--- src/rtl/ca_pg_pkg.sv ---
package ca_pg_pkg;
  localparam int CW_IDX_W = 4;
  localparam int CW_DAT_W = 4;
  localparam int CW_COUNT = 1 << CW_IDX_W;
endpackage

--- src/rtl/ca_pg_capture.sv ---
module ca_pg_capture #(
  parameter int AW  = 14,
  parameter int OPW = 3,
  parameter int NCS = 4
) (
  input  logic           clk,
  input  logic           rst_n,
  input  logic [AW-1:0]  in_addr,
  input  logic [OPW-1:0] in_op,
  input  logic [NCS-1:0] in_cs_n,
  output logic [AW-1:0]  s1_addr,
  output logic [OPW-1:0] s1_op,
  output logic [NCS-1:0] s1_cs_n
);
  always_ff @(posedge clk or negedge rst_n) begin
    if (!rst_n) begin
      s1_addr <= '0;
      s1_op   <= '0;
      s1_cs_n <= '1;
    end else begin
      s1_addr <= in_addr;
      s1_op   <= in_op;
      s1_cs_n <= in_cs_n;
    end
  end
endmodule

--- src/rtl/ca_pg_judge.sv ---
module ca_pg_judge #(
  parameter int             AW    = 14,
  parameter int             OPW   = 3,
  parameter int             NCS   = 4,
  parameter logic [OPW-1:0] CW_OP = '0
) (
  input  logic           clk,
  input  logic           rst_n,
  input  logic [AW-1:0]  s1_addr,
  input  logic [OPW-1:0] s1_op,
  input  logic [NCS-1:0] s1_cs_n,
  input  logic           late_par,
  output logic [AW-1:0]  fwd_addr,
  output logic [OPW-1:0] fwd_op,
  output logic [NCS-1:0] fwd_cs_n,
  output logic           bad_hit,
  output logic           cw_we
);
  logic           any_sel, all_sel, is_cw, odd, bad;
  logic [NCS-1:0] cs_d;

  always_comb begin
    any_sel = ~&s1_cs_n;
    all_sel = ~|s1_cs_n;
    is_cw   = all_sel && (s1_op == CW_OP);
    odd     = ^{s1_addr, s1_op, late_par};
    bad     = any_sel && odd;
    cw_we   = is_cw && !odd;
    cs_d    = (bad || is_cw) ? '1 : s1_cs_n;
  end

  always_ff @(posedge clk or negedge rst_n) begin
    if (!rst_n) begin
      fwd_addr <= '0;
      fwd_op   <= '0;
      fwd_cs_n <= '1;
      bad_hit  <= 1'b0;
    end else begin
      fwd_addr <= s1_addr;
      fwd_op   <= s1_op;
      fwd_cs_n <= cs_d;
      bad_hit  <= bad;
    end
  end
endmodule

--- src/rtl/ca_pg_alert.sv ---
module ca_pg_alert #(
  parameter int ERR_CLKS = 2
) (
  input  logic clk,
  input  logic rst_n,
  input  logic bad_hit,
  output logic err_n
);
  localparam int CNTW = $clog2(ERR_CLKS + 1);

  logic            bad_d;
  logic [CNTW-1:0] cnt, cnt_d;

  always_comb begin
    if (bad_d)            cnt_d = CNTW'(ERR_CLKS);
    else if (cnt != '0)   cnt_d = cnt - CNTW'(1);
    else                  cnt_d = cnt;
  end

  always_ff @(posedge clk or negedge rst_n) begin
    if (!rst_n) begin
      bad_d <= 1'b0;
      cnt   <= '0;
    end else begin
      bad_d <= bad_hit;
      cnt   <= cnt_d;
    end
  end

  assign err_n = (cnt == '0);
endmodule

--- src/rtl/ca_pg_ctlfile.sv ---
module ca_pg_ctlfile
  import ca_pg_pkg::*;
(
  input  logic                         clk,
  input  logic                         rst_n,
  input  logic                         we,
  input  logic [CW_IDX_W-1:0]          idx,
  input  logic [CW_DAT_W-1:0]          dat,
  output logic [CW_COUNT*CW_DAT_W-1:0] words
);
  for (genvar i = 0; i < CW_COUNT; i++) begin : g_cw
    logic [CW_DAT_W-1:0] r;
    logic                en;
    assign en = we && (idx == CW_IDX_W'(i));
    always_ff @(posedge clk or negedge rst_n) begin
      if (!rst_n)  r <= '0;
      else if (en) r <= dat;
    end
    assign words[i*CW_DAT_W +: CW_DAT_W] = r;
  end
endmodule

--- src/rtl/ca_parity_gate.sv ---
module ca_parity_gate
  import ca_pg_pkg::*;
#(
  parameter int             AW       = 14,
  parameter int             OPW      = 3,
  parameter int             NCS      = 4,
  parameter int             ERR_CLKS = 2,
  parameter logic [OPW-1:0] CW_OP    = '0
) (
  input  logic                         clk,
  input  logic                         rst_n,
  input  logic [AW-1:0]                ca_addr,
  input  logic [OPW-1:0]               ca_op,
  input  logic [NCS-1:0]               ca_cs_n,
  input  logic                         ca_par,
  output logic [AW-1:0]                fwd_addr,
  output logic [OPW-1:0]               fwd_op,
  output logic [NCS-1:0]               fwd_cs_n,
  output logic                         err_n,
  output logic [CW_COUNT*CW_DAT_W-1:0] ctl_words
);
  localparam int DAT_LO = CW_IDX_W;

  logic           rst_m_n, rst_q_n;
  logic [AW-1:0]  s1_addr;
  logic [OPW-1:0] s1_op;
  logic [NCS-1:0] s1_cs_n;
  logic           bad_hit, cw_we;

  always_ff @(posedge clk or negedge rst_n) begin
    if (!rst_n) begin
      rst_m_n <= 1'b0;
      rst_q_n <= 1'b0;
    end else begin
      rst_m_n <= 1'b1;
      rst_q_n <= rst_m_n;
    end
  end

  ca_pg_capture #(.AW(AW), .OPW(OPW), .NCS(NCS)) u_cap (
    .clk(clk), .rst_n(rst_q_n),
    .in_addr(ca_addr), .in_op(ca_op), .in_cs_n(ca_cs_n),
    .s1_addr(s1_addr), .s1_op(s1_op), .s1_cs_n(s1_cs_n)
  );

  ca_pg_judge #(.AW(AW), .OPW(OPW), .NCS(NCS), .CW_OP(CW_OP)) u_judge (
    .clk(clk), .rst_n(rst_q_n),
    .s1_addr(s1_addr), .s1_op(s1_op), .s1_cs_n(s1_cs_n), .late_par(ca_par),
    .fwd_addr(fwd_addr), .fwd_op(fwd_op), .fwd_cs_n(fwd_cs_n),
    .bad_hit(bad_hit), .cw_we(cw_we)
  );

  ca_pg_alert #(.ERR_CLKS(ERR_CLKS)) u_alert (
    .clk(clk), .rst_n(rst_q_n), .bad_hit(bad_hit), .err_n(err_n)
  );

  ca_pg_ctlfile u_ctl (
    .clk(clk), .rst_n(rst_q_n), .we(cw_we),
    .idx(s1_addr[CW_IDX_W-1:0]),
    .dat(s1_addr[DAT_LO +: CW_DAT_W]),
    .words(ctl_words)
  );
endmodule

--- config.mk ---
export PLATFORM = sky130hd
export DESIGN_NAME = ca_parity_gate
export DESIGN_NICKNAME = d
export VERILOG_FILES = /design/src/rtl/ca_pg_pkg.sv /design/src/rtl/ca_pg_capture.sv /design/src/rtl/ca_pg_judge.sv /design/src/rtl/ca_pg_alert.sv /design/src/rtl/ca_pg_ctlfile.sv /design/src/rtl/ca_parity_gate.sv
export SDC_FILE = /design/constraint.sdc
export NUM_CORES = 1
export LEC_CHECK = 0
export ABC_AREA = 1
export BUFFER_PORTS_ARGS = -buffer_cell sky130_fd_sc_hd__buf_2
export CORE_MARGIN = 4
export CORE_UTILIZATION = 46
export CTS_BUF_LIST = sky130_fd_sc_hd__clkbuf_2 sky130_fd_sc_hd__clkbuf_4 sky130_fd_sc_hd__clkbuf_8
export DETAILED_ROUTE_END_ITERATION = 6
export PLACE_DENSITY = 0.7
export REMOVE_ABC_BUFFERS = 1
export SYNTH_ARGS = -nofsm -noshare
export SYNTH_HDL_FRONTEND = slang
export SYNTH_SLANG_ARGS = --single-unit
--- constraint.sdc ---
create_clock -name clk -period 10 [get_ports clk]
set_input_delay 1.5 -clock clk [delete_from_list [all_inputs] [get_ports clk]]
set_output_delay 1.5 -clock clk [all_outputs]
set_load 0.005 [all_outputs]
# Word level (Yosys, flattened, before mapping)

Index checks and enable logic that the tools add are counted.

Bits in latches: 0
Flip-flop bits (word level): 112
RAM bits: 0
Bits in read-only memories: 0
Input bits: 24
Memories kept: 0
Output and inout bits: 86

Muxes and demuxes: 3
Eq/ne operators: 15
Magnitude comparators: 0
Multiply operators: 0
Reductions and logical operators: 31
Div/mod/pow operators: 0
$add $sub $neg: 1
Shift operators: 0
Bitwise operators: 0

Operators with widths:

| kind                | count |
|---|---|
| $eq 4x4->1 const B  | 8 |
| $logic_and 1x1->1   | 19 |
| $reduce_xor 18->1   | 1 |
| $eq 4x3->1 const B  | 4 |
| $eq 4x2->1 const B  | 2 |
| $eq 4x1->1 const B  | 1 |
| $logic_not 4->1     | 1 |
| $mux 2              | 2 |
| $mux 4              | 1 |
| $reduce_and 4->1    | 1 |
| $reduce_bool 2->1   | 2 |
| $reduce_or 4->1     | 1 |
| $logic_not 1->1     | 3 |
| $logic_not 3->1     | 1 |
| $logic_not 2->1     | 1 |
| $sub 2x1->2 const B | 1 |
| $logic_or 1x1->1    | 1 |

# Logic depth before layout (Yosys ltp)

Depth after elaboration: 5
Depth in mapped cells: 16
Mapped depth without buffers: 15

# Hierarchy

A second synthesis with hierarchy kept.

Cell total of the unflattened synthesis: 479
Area, all modules: 4,395.5 um2

Modules (own cells, without submodules):

| module         | cells each | area each (um2) | seq. area each (um2) | times used |
|---|---|---|---|---|
| ca_pg_ctlfile  | 328        | 2,723.9         | 1,601.5              | 1 |
| ca_pg_judge    | 112        | 954.7           | 555.5                | 1 |
| ca_pg_capture  | 21         | 530.5           | 530.5                | 1 |
| ca_pg_alert    | 15         | 132.6           | 75.1                 | 1 |
| ca_parity_gate | 3          | 53.8            | 50.0                 | 1 |

# Worst setup path after synthesis

OpenSTA, ideal clock, no wires.

Path type: input-to-reg
From: input port ca_par
To: register u_ctl.g_cw[0].r[0]
Arrival: 2.555 ns
Path slack: 7.326 ns
Required time: 9.881 ns
Stages: 14
Path buffers: 1
Cells stage by stage: inv_1 -> nand2_1 -> nand2_1 -> nand2_1 -> inv_1 -> nor2_1 -> nand2_1 -> nand2_1 -> inv_1 -> nand2_2 -> buf_6 -> nand4_2 -> nand2_1 -> nand2_1

Word-level cells in the longest chain between the ends: 4

Ends and longest elaborated chain:

| item                 | line                 | source |
|---|---|---|
| from (decl)          | ca_parity_gate.sv:15 | `input logic ca_par,` |
| $reduce_xor 18->1    | ca_pg_judge.sv:26    | `odd = ^{s1_addr, s1_op, late_par};` |
| $logic_not 1->1      | ca_pg_judge.sv:28    | `cw_we = is_cw && !odd;` |
| $logic_and 1x1->1    | ca_pg_judge.sv:28    |  |
| $logic_and 1x1->1    | ca_pg_ctlfile.sv:14  | `assign en = we && (idx == CW_IDX_W'(i));` |
| to (signal assigned) | ca_pg_ctlfile.sv:17  | `else if (en) r <= dat;` |
| to (decl)            | ca_pg_ctlfile.sv:12  | `logic [CW_DAT_W-1:0] r;` |

Every way passes these cells.
A chain may end at the register's enable or synchronous reset.

# Worst setup path in the final report

From: input port ca_par
To: register u_ctl.g_cw[4].r[1]

Word-level cells in the longest chain between the ends: 4

Ends and longest elaborated chain:

| item                 | line |
|---|---|
| $reduce_xor 18->1    | ca_pg_judge.sv:26 |
| $logic_not 1->1      | ca_pg_judge.sv:28 |
| $logic_and 1x1->1    | ca_pg_judge.sv:28 |
| $logic_and 1x1->1    | ca_pg_ctlfile.sv:14 |
| to (signal assigned) | ca_pg_ctlfile.sv:17 |
| to (decl)            | ca_pg_ctlfile.sv:12 |

Every way passes these cells.

==> impl_metrics.tcl <==
set metrics [dict create \
    synth_top_family_by_area "simple AND/OR/NAND/NOR gates" \
    drt_wl_total_mm 10.6 \
    synth-simple-area-share_pct 29.9 \
    power.density_nw_per_um2 153 \
    drv_slew 0 \
    min_period_ps 3080 \
    tightest_slew_ps 885 \
    multiInputGateArea_um2 1570 \
    yosys_most_used_dff "dfrtp_1" \
    drive_above_1_share_pct 25.9 \
    setup-tns-final_ps 0 \
    cp_max_fo 64 \
    rsz0062_at_grt "no" \
    pin_count 110 \
    wl_per_cell_um 14.4 \
    hold_path_class "register to asynchronous set/reset pin" \
    die_area_um2 12000 \
    layout_common_cells "nand2_1, buf_2, dfrtp_1, nand4_1, inv_1" \
    gp_congestion 0.767 \
    register_area_um2 2820 \
    synth.avg_cell_area_um2 9.51 \
    yosys.area.top_type "dfrtp_1" \
    ys_ff_latch 112 \
    finalSetupViolations 0 \
    ys_async_sr_fraction_pct 100 \
    hold-worst-slack_ps 303 \
    leakagePower_uw 0.00345 \
    track_usage_pct 18.6 \
    synth_cells 500 \
    die_x_um 110 \
    hpwl_mm 7.22 \
    outcome "finished, final reports clean" \
    ys_top_cells_by_area "dfrtp_1, nand2_1, nand4_1, dfstp_2, inv_1" \
    relSlewSlack_pct 41.0 \
    num_antenna_cells 0 \
    synthAdderAreaFrac_pct 2.37 \
    clk_pin_slew_worst_paths_ps 100 \
    hold_viol 0 \
    synth_edf_count 0 \
    fin_skew_ps 14.4 \
    finalCritPeriodShare_pct 30.8 \
    cts_root_buf "clkbuf_8" \
    peakVddDrop_mv 0.0772 \
    antenna_found_initial 0 \
    dr.pass1.iters 5 \
    start_kind "primary input" \
    grt_pass1_vias 3518 \
    fmax_ghz 0.325 \
    dieHeight_um 110 \
    cts-buffers-inserted 9 \
    rows 36 \
    synth_mux_area_share_pct 0 \
    nNetsFinal 630 \
    ys_types 25 \
    cts_tree "yes" \
    synth_compound_area_share_pct 0.316 \
    holdBufCountCts 0 \
    syn-cell-area_um2 4750 \
    detail-route-antenna-nets 0 \
    postCtsSetupBuffers 0 \
    cts_resized 0 \
    clock-sinks 112 \
    arrival_ps 3390 \
    layout_commonest_cell "nand2_1" \
    area_growth_pct 15.4 \
    yosysSeqAreaShare_pct 59.2 \
    via_count 3675 \
    end_kind "register" \
    drc 0 \
    yosysWarnings 0 \
    r2r_slack_ps 7160 \
    core_area_um2 9910 \
    grt_overflow 0 \
    synth_top_cell_area_share_pct 54.8 \
    drv_cap 0 \
    cp.required_ps 10310 \
    vias_per_cell 5.00 \
    nFillCells 928 \
    initial_core_util_pct 48.0 \
    htreeDepth 3 \
    portBuffers 109 \
    grt_pass1_wl_mm 17.3 \
    synth_xor_area_share_pct 0.184 \
    clock_latency_ps 370 \
    cts_buffer_depth 2 \
    critPathKind "primary input to register" \
    grt_max_degree 81 \
    drtIter0Drc 159 \
]
[cell type report]
type                            count  share of cell area (%)
Sequential cell                   112                    51.3
Multi-Input combinational cell    309                    28.6
Timing Repair Buffer              111                    10.2
Inverter                           54                    3.69
Tap cell                          133                    3.03
Clock buffer                        9                    2.26
Clock inverter                      7                   0.889
[flip-flops by register name, indices dropped and copies added (netlist names), 2 cells and up]
register	count
u_judge.fwd_cs_n	4
u_judge.fwd_op	3
u_cap.s1_op	3
u_cap.s1_cs_n	4
u_cap.s1_addr	14
u_judge.fwd_addr	14
u_alert.cnt	2
u_ctl.g_cw.r	64
[power breakdown]
part           switching (uW)  leakage (uW)  internal (uW)  total [uW]
Sequential               18.5       0.00144            475         494
Combinational            74.0       0.00193           32.8         107
Clock                     152     0.0000772           90.1         242
[cells by family after synthesis]
logic type | Yosys count
adder cells (fa/ha/maj) | 9
XOR/XNOR | 1
buffers and inverters | 79
AND/OR/NAND/NOR | 295
AO/OA/AOI/OAI | 3
flip-flops | 112
other | 1
[path summary, 6_finish.rpt]
path	startpoint	endpoint	cells past startpoint
hold reg to reg	rst_q_n	u_ctl.g_cw[7].r[2]	0
max in group asynchronous	rst_q_n	u_judge.fwd_addr[1]	1
hold / removal	rst_q_n	u_ctl.g_cw[7].r[2]	0
setup reg to reg	u_cap.s1_addr[5]	u_ctl.g_cw[4].r[1]	12
setup / recovery	ca_par	u_ctl.g_cw[4].r[1]	14
min in group clk	u_judge.bad_hit	u_alert.bad_d	0
[synthesized netlist by cell type (2+ instances only)]
cell type    n
ha_1         9
nand3b_1     4
nand3_1      2
clkbuf_1    11
dfstp_2      8
inv_1       50
buf_2        2
dfrtp_1    104
inv_2        4
nand2_1    193
nand2_2      2
buf_4        3
nand4_1     71
buf_6        9
nor2_1       9
nand4_2     10
[worst max-delay path, stage by stage]
cell and delay, ps:
buf_2 100, inv_1 40, nand2_1 40, nand2_1 100, nand2_1 70, inv_1 50
nor2_1 30, nand2_1 50, nand2_1 120, nand2_4 250, inv_2 110, nor2_8 590
nand4_1 210, nand2_1 110
[routing by layer]
metal  routed length (um)  global-route usage [%]
met3                  792                    4.64
met5                    0                       0
met2                 5180                    30.4
met4                  100                    5.16
met1                 4550                    24.7
[stage by stage]
step / instances / setup slack [ps] / area [um^2] / utilization (%) / total power (uW)
after floorplan: 475 / 4060 / 4580 / - / 570
after global placement: 719 / 6590 / 5310 / 53.6 / 606
after detailed placement: 719 / 6510 / 5310 / 53.6 / 612
after CTS: 735 / 6920 / 5490 / 55.4 / 855
after global routing: 735 / 6680 / 5490 / 55.4 / 891
final: 735 / 6920 / 5490 / 55.4 / 842
Power figures use the tool's default switching activity.
